File: src/rtl/npc_pkg.sv
package npc_pkg;
  typedef enum logic [1:0] {
    CND_GT = 2'b00,
    CND_LT = 2'b01,
    CND_EQ = 2'b10,
    CND_NE = 2'b11
  } cnd_e;
endpackage

File: src/rtl/npc_cond.sv
module npc_cond
  import npc_pkg::*;
#(
  parameter int XLEN = 16
) (
  input  logic [1:0]      kind,
  input  logic            use_zero,
  input  logic [XLEN-1:0] rd_val,
  input  logic [XLEN-1:0] rs1_val,
  input  logic [XLEN-1:0] r0_val,
  output logic            hit
);
  logic [XLEN-1:0] cmp_b;
  logic            gt, lt, eq;
  cnd_e            sel;

  // comparand select
  assign cmp_b = use_zero ? r0_val : rs1_val;
  assign sel   = cnd_e'(kind);

  // signed relations
  always_comb begin
    gt = $signed(rd_val) > $signed(cmp_b);
    lt = $signed(rd_val) < $signed(cmp_b);
    eq = (rd_val == cmp_b);
    unique case (sel)
      CND_GT:  hit = gt;
      CND_LT:  hit = lt;
      CND_EQ:  hit = eq;
      default: hit = !eq;
    endcase
  end

  // the three relations are mutually exclusive
  always_comb begin
    a_r4_rel_exclusive: assert ($countones({gt, lt, eq}) == 1);
  end
endmodule

File: src/rtl/npc_target.sv
module npc_target #(
  parameter int XLEN   = 16,
  parameter int JFIELD = 10,
  parameter int IBYTES = 2
) (
  input  logic [XLEN-1:0]   cur_pc,
  input  logic              br_hit,
  input  logic              br_valid,
  input  logic              is_jump,
  input  logic              is_call,
  input  logic              is_ret,
  input  logic [XLEN-1:0]   br_imm,
  input  logic [JFIELD-1:0] jmp_field,
  input  logic [XLEN-1:0]   ret_addr,
  output logic [XLEN-1:0]   tgt_pc,
  output logic              take,
  output logic [XLEN-1:0]   lnk_val,
  output logic              lnk_we
);
  localparam logic [XLEN-1:0] SEQ_STEP  = XLEN'(IBYTES);
  localparam logic [XLEN-1:0] LINK_STEP = XLEN'(2 * IBYTES);

  logic [XLEN-1:0] seq_pc, rel_pc, page_pc;

  assign seq_pc  = cur_pc + SEQ_STEP;
  assign rel_pc  = cur_pc + br_imm;
  assign page_pc = {cur_pc[XLEN-1:JFIELD], jmp_field};
  assign lnk_val = cur_pc + LINK_STEP;

  // return > call > jump > branch
  always_comb begin
    tgt_pc = seq_pc;
    take   = 1'b0;
    lnk_we = 1'b0;
    if (is_ret) begin
      tgt_pc = ret_addr;
      take   = 1'b1;
    end else if (is_call) begin
      tgt_pc = page_pc;
      take   = 1'b1;
      lnk_we = 1'b1;
    end else if (is_jump) begin
      tgt_pc = page_pc;
      take   = 1'b1;
    end else if (br_valid && br_hit) begin
      tgt_pc = rel_pc;
      take   = 1'b1;
    end
  end
endmodule

File: src/rtl/npc_unit.sv
module npc_unit #(
  parameter int              XLEN     = 16,
  parameter int              JFIELD   = 10,
  parameter logic [XLEN-1:0] RESET_PC = '0
) (
  input  logic              clk,
  input  logic              rst_n,
  input  logic              step_en,
  input  logic [XLEN-1:0]   cur_pc,
  input  logic              br_valid,
  input  logic [1:0]        br_kind,
  input  logic              cmp_zero,
  input  logic              is_jump,
  input  logic              is_call,
  input  logic              is_ret,
  input  logic [XLEN-1:0]   rd_val,
  input  logic [XLEN-1:0]   rs1_val,
  input  logic [XLEN-1:0]   r0_val,
  input  logic [XLEN-1:0]   br_imm,
  input  logic [JFIELD-1:0] jmp_field,
  input  logic [XLEN-1:0]   ret_addr,
  output logic [XLEN-1:0]   next_pc,
  output logic              redirect,
  output logic [XLEN-1:0]   link_data,
  output logic              link_we
);
  localparam int IBYTES = 2;

  logic            hit;
  logic [XLEN-1:0] tgt_c, lnk_c;
  logic            take_c, lwe_c;
  logic [XLEN-1:0] pc_d, lnk_d;
  logic            rd_d, lwe_d;

  npc_cond #(.XLEN(XLEN)) u_cond (
    .kind(br_kind), .use_zero(cmp_zero), .rd_val(rd_val),
    .rs1_val(rs1_val), .r0_val(r0_val), .hit(hit)
  );

  npc_target #(.XLEN(XLEN), .JFIELD(JFIELD), .IBYTES(IBYTES)) u_tgt (
    .cur_pc(cur_pc), .br_hit(hit), .br_valid(br_valid), .is_jump(is_jump),
    .is_call(is_call), .is_ret(is_ret), .br_imm(br_imm),
    .jmp_field(jmp_field), .ret_addr(ret_addr), .tgt_pc(tgt_c),
    .take(take_c), .lnk_val(lnk_c), .lnk_we(lwe_c)
  );

  // next-state with explicit enable
  always_comb begin
    pc_d  = next_pc;
    rd_d  = redirect;
    lnk_d = link_data;
    lwe_d = link_we;
    if (step_en) begin
      pc_d  = tgt_c;
      rd_d  = take_c;
      lnk_d = lnk_c;
      lwe_d = lwe_c;
    end
  end

  // state registers
  always_ff @(posedge clk or negedge rst_n) begin
    if (!rst_n) begin
      next_pc   <= RESET_PC;
      redirect  <= 1'b0;
      link_data <= '0;
      link_we   <= 1'b0;
    end else begin
      next_pc   <= pc_d;
      redirect  <= rd_d;
      link_data <= lnk_d;
      link_we   <= lwe_d;
    end
  end

  // sequential advance when nothing is taken
  a_r2_seq_step: assert property (@(posedge clk) disable iff (!rst_n)
    (rst_n && step_en && !take_c) |=>
      (next_pc == $past(cur_pc) + XLEN'(IBYTES)) && !redirect);

  // link strobe only together with a redirect
  a_r7_link_redirect: assert property (@(posedge clk) disable iff (!rst_n)
    link_we |-> redirect);

  // outputs hold while disabled
  a_r10_hold: assert property (@(posedge clk) disable iff (!rst_n)
    (rst_n && !step_en) |=> $stable(next_pc) && $stable(redirect)
                            && $stable(link_we) && $stable(link_data));
endmodule

File: config.mk
export PLATFORM = sky130hd
export DESIGN_NAME = npc_unit
export DESIGN_NICKNAME = d
export VERILOG_FILES = /design/src/rtl/npc_pkg.sv /design/src/rtl/npc_cond.sv /design/src/rtl/npc_target.sv /design/src/rtl/npc_unit.sv
export SDC_FILE = /design/constraint.sdc
export NUM_CORES = 1
export LEC_CHECK = 0
export BUFFER_PORTS_ARGS = -buffer_cell sky130_fd_sc_hd__buf_2
export CORE_AREA = 3 3 111 113
export CTS_CLUSTER_DIAMETER = 200
export DETAILED_ROUTE_END_ITERATION = 8
export DIE_AREA = 0 0 114 116
export SLEW_MARGIN = 15
export SYNTH_ARGS = -nofsm -noshare
export SYNTH_HDL_FRONTEND = slang
export SYNTH_SLANG_ARGS = --single-unit
File: constraint.sdc
create_clock -name clk -period 2.2 [get_ports clk]
set_input_delay 0.44 -clock clk [delete_from_list [all_inputs] [get_ports clk]]
set_output_delay 0.44 -clock clk [all_outputs]
set_load 0.05 [all_outputs]
Word-level counts from Yosys, hierarchy flattened
Cells that the tools add are included.
{"block": "classes", "addsub": 3, "order_cmp": 2, "n_eq_ne": 3, "muxes": 12, "n_reduce_logical": 3}
{"cell": "16-bit two-way mux", "count": 5}
{"cell": "16-bit adder", "count": 1}
{"cell": "16-bit by 2-bit adder with 16-bit output, second input constant", "count": 1}
{"cell": "16-bit by 3-bit adder with 16-bit output, second input constant", "count": 1}
{"cell": "16-bit == test", "count": 1}
{"cell": "16-bit greater-than comparator", "count": 1}
{"cell": "16-bit < comparator", "count": 1}
{"cell": "1-bit two-way mux", "count": 6}
{"cell": "1-bit one-hot mux with 3 select lines", "count": 1}
{"cell": "2-bit by 1-bit == test with 1-bit output, second input constant", "count": 1}
{"cell": "2-bit == test, second input constant", "count": 1}
{"cell": "2-bit logical NOT", "count": 1}
{"cell": "1-bit logical AND", "count": 1}
{"cell": "1-bit logical NOT", "count": 1}
{"block": "word_totals", "register_bits": 34, "inputBits": 116, "output_inout_bits": 34, "word_cells": 27}

Depth between registers and ports, before layout
{"block": "depth", "word_depth": 9, "ltp_mapped": 14, "ltp_nobuf": 12}

Modules after synthesis
A second synthesis with hierarchy kept.
{"block": "hier_totals", "cells_unflattened": 409, "area_unflattened_um2": 3743.6}
{"mod": "npc_target", "instances": 1, "cells_per_inst": 270, "area_each_um2": 1749.2, "seq_area_each_um2": 0.0}
{"mod": "npc_unit", "instances": 1, "cells_per_inst": 72, "area_each_um2": 1417.6, "seq_area_each_um2": 850.8}
{"mod": "npc_cond", "instances": 1, "cells_per_inst": 67, "area_each_um2": 576.8, "seq_area_each_um2": 0.0}

Least setup slack after synthesis
OpenSTA, ideal clock, no wires.
{"block": "synth_timing", "kind": "input-to-reg", "startpoint": "in cmp_zero", "endpoint": "reg next_pc[10]", "setup_ns": 0.130, "arrival_time_ns": 3.591, "setup_slack_ns": -1.520, "cell_stages": 13, "n_path_buf": 2, "cell_sequence": "clkbuf_1 > buf_1 > mux2i_1 > ha_1 > nand4_1 > or4_1 > a21oi_2 > a311o_1 > o211ai_1 > a21oi_4 > mux2_2 > o221ai_1 > nand3_1"}
{"block": "synth_via", "elab_chain_len": 9, "elab_cells_between_ends": 11, "cone_classes": "2 x order compare; 1 x eq/ne; 6 x mux; 2 x reduce/logical"}
{"item": "start, declared", "line_no": "npc_unit.sv:12", "rtl": "input logic cmp_zero,"}
{"item": "16-bit two-way mux (*)", "line_no": "npc_cond.sv:18", "rtl": "assign cmp_b = use_zero ? r0_val : rs1_val;"}
{"item": "branches (longest 2 deep; another with 16-bit < comparator)"}
{"item": "1-bit one-hot mux with 3 select lines (*)", "line_no": "npc_cond.sv:26", "rtl": "unique case (sel)"}
{"item": "1-bit logical AND (*)", "line_no": "npc_target.sv:45", "rtl": "end else if (br_valid && br_hit) begin"}
{"item": "16-bit two-way mux (*)", "line_no": "npc_target.sv:45"}
{"item": "16-bit two-way mux (*)", "line_no": "npc_target.sv:42", "rtl": "end else if (is_jump) begin"}
{"item": "16-bit two-way mux (*)", "line_no": "npc_target.sv:38", "rtl": "end else if (is_call) begin"}
{"item": "16-bit two-way mux (*)", "line_no": "npc_target.sv:35", "rtl": "if (is_ret) begin"}
{"item": "end signal, assigned", "line_no": "npc_unit.sv:69", "rtl": "next_pc <= pc_d;"}
{"item": "end, declared", "line_no": "npc_unit.sv:22", "rtl": "output logic [XLEN-1:0] next_pc,"}
Every way passes the cells marked *.
A chain may end at the register's enable or synchronous reset.

Worst setup path in the final report
Same ends and word-level chain as after synthesis.

==> out/results.ini <==
[place]
port_buffers=149
placedCellCount=764
place_congestion=0.887
place_area_mm2=0.00483
dp_hpwl_um=9850
place_ws_ps=-1130

[detailed_routing]
drt-wirelength-per-cell_um=15.5
drc=0
vias=3897
ant_nets=0
drt-pass1-iter-count=4
wirelength_um=12100
viasPerCell=5.00
drt_iter0_markers=239

[finish]
area_delta_synth_final_pct=53.9
nFillCells=1141
layout.nets=787
final_area_mm2=0.00521
finalNonFillerCells=780
antenna_cells=0
drive_above_1_share_pct=43.6

[global_routing]
antenna_found_initial=0
top_usage_layer=met2
grtUsageMet3_pct=3.29
grt_max_degree=40
use_met1_pct=23.2
grt_pass1_wl_um=19300
use_met2_pct=31.5
grt_overflow_total=0
grt_pass1_vias=3998
track_usage_pct=17.8

[worst_setup_path]
worstSetupPathType=in2reg
cp_slowest_cell=or4_4
worst_setup_path_end_kind=flip-flop
critPathLaunchType=input pin
worstPathCellList=buf_12 > buf_4 > mux2i_1 > ha_1 > nand2_1 > or4_4 > a21oi_4 > a311o_1 > o211ai_1 > buf_4 > a21oi_4 > mux2_4 > o221ai_2 > nand3_1
r2r-start=next_pc[4]
required_ps=2350
critPathMaxStageDelay_ps=560
crit_arrival_ps=3080
cp-startpoint=cmp_zero
crit_fanout=6

[clocking]
clk_pin_slew_ps=60
cts.htree.levels=2
cts_buffers=5
cts-root-buf=clkbuf_16
ctsHoldBuffers=0
clk-insertion-delay-late_ps=270
clock-sinks=34
clockBufferDepth=2
cts_tree=done

[floorplanning]
die-area_mm2=0.0132
die_x_um=114
num_rows=39
coreArea_mm2=0.0114
ios=150
dieHeight_um=116
start_util_pct=29.6

[sta]
max-slew-margin-rel_pct=46.9
max_freq_mhz=341
rsz0062_at_grt=true
fin_worst_skew_ps=0
tightest_slew_ps=796
slew_viol_final=0
period_share_pct=133
hold_viol=0
setup_viol=17
layout_setup_ws_ps=-730
fin_crit_ps=2930

[power_and_ir_drop]
finalPower_uw=2660
ir_drop_uv=324
power.density_mw_per_mm2=511
leakagePower_uw=0.00252

[logic_synthesis]
ys.flop_type=dfrtp_1
synthesis.area_mm2=0.00338
synth-seq-cells=34
syn-num-nets=566
syn_inst=416
ys_seq_area_share_pct=25.1
synth.avg_cell_area_um2=8.13
synth.distinct_cells=56
synth_edf_count=0
synth.yosys.warnings=0
async_flop_share_pct=100

[run]
maxCapViolations=0

[worst_hold_path]
hold_class=in2async

[outcome]
status=finished, violations left
violations=setup timing

[final timing paths]
| kind | cells after the start | to | slack [ps] |
|---|---|---|---|
| worst max-delay path | 14 | next_pc[10] | -730 |
| worst min-delay path | 1 | link_we | 240 |
| worst max register to register | 2 | next_pc[4] | 1300 |
| worst min register to register | 2 | next_pc[12] | 500 |
| max in group asynchronous | 1 | link_data[7] | 1440 |
| min in group clk | 3 | next_pc[4] | 410 |
[synthesized netlist by cell type (3+ instances only)]
| master | count | area share (%) |
|---|---|---|
| nor2_1 | 43 | 4.8 |
| a21oi_1 | 39 | 5.8 |
| nand2_1 | 35 | 3.9 |
| dfrtp_1 | 34 | 25 |
| ha_1 | 33 | 12 |
| o21ai_0 | 25 | 3.7 |
| mux2i_1 | 20 | 5.9 |
| xnor2_1 | 18 | 4.7 |
| xor2_1 | 16 | 4.1 |
| nand3_1 | 15 | 2.2 |
| clkbuf_1 | 13 | 1.4 |
| inv_1 | 11 | 1.2 |
| a31oi_1 | 10 | 1.8 |
| nor3_1 | 9 | 1.3 |
| and3_1 | 8 | 1.5 |
| nand4_1 | 8 | 1.5 |
| o211ai_1 | 7 | 1.6 |
| or3_1 | 6 | 1.1 |
| mux2_2 | 5 | 1.7 |
| o31ai_1 | 4 | 0.89 |
| a211oi_1 | 3 | 0.67 |
| a21o_1 | 3 | 0.67 |
| buf_1 | 3 | 0.33 |
| nand3b_1 | 3 | 0.67 |
| nor2b_1 | 3 | 0.55 |
| o21a_1 | 3 | 0.67 |
[cell type report]
class                           count  area (µm²)  share of cell area (%)
Sequential cell                    34         851                    16.3
Timing Repair Buffer              233        1450                    27.8
Clock buffer                        5         125                    2.40
Clock inverter                      2        10.0                   0.192
Multi-Input combinational cell    349        2540                    48.8
Inverter                           14        52.6                    1.01
Tap cell                          143         179                    3.44
[cell usage in the layout, fill, tap and decap left out, types with 3 or more instances in the layout]
master / n
buf_2: 148
buf_4: 76
nor2_1: 43
a21oi_1: 34
dfrtp_1: 34
nand2_1: 33
ha_1: 33
mux2i_1: 19
xnor2_1: 18
o21ai_0: 16
xor2_1: 16
nand3_1: 15
inv_1: 11
o21ai_1: 8
nand4_1: 8
a31oi_1: 8
and3_1: 8
o211ai_1: 7
nor3_1: 7
or3_1: 6
a21oi_2: 5
clkbuf_16: 5
buf_6: 5
mux2_2: 4
o21ai_2: 4
nor2b_1: 3
o31ai_1: 3
nand3b_1: 3
o21a_1: 3
a21o_1: 3
[state kept, by name, indices dropped and copies added (netlist names)]
register   cells
redirect       1
next_pc       16
link_data     16
link_we        1
[through the flow]
stage          hold slack, ps  TNS [ps]  utilization, %
5_1_grt                   303    -12740            45.6
3_3_place_gp              483    -15780            42.3
2_1_floorplan             144    -12170               -
6_report                  244    -10610            45.6
4_1_cts                   272    -10710            45.0
3_5_place_dp              487    -17430            42.3
[critical path, delay by kind of cell]
family / cells / cell delay, ps
simple gates: 3 / 740
buf+inv: 3 / 400
mux: 2 / 460
fa+ha+maj: 1 / 300
compound gates: 5 / 740
[timing repair]
action,4_1_cts,5_1_grt
gates cloned,2,0
setup endpoints to repair,17,17
gates resized for setup,26,11
pin swaps,14,4
buffers inserted,5,2
[logic make-up (layout without fill, tap and decap cells)]
family	count (synthesis)	in the layout	share of synthesized area [%]
flops	34	34	25.1
fa+ha+maj	34	34	12.8
simple gates	139	139	19.5
mux	26	26	8.02
buf+inv	33	254	3.96
compound gates	116	116	21.8
xor+xnor	34	34	8.80
[per-layer routing]
metal	routed length, µm	vias up
met3	784	11
met4	75	0
met1	5230	1798
met5	0	-
met2	5990	120
li1	-	1968
[power by group]
part	switching (µW)	internal, µW
registers	39.6	695
clock network	258	408
logic	740	521
total	1040	1620
(Power assumes the default switching activity.)
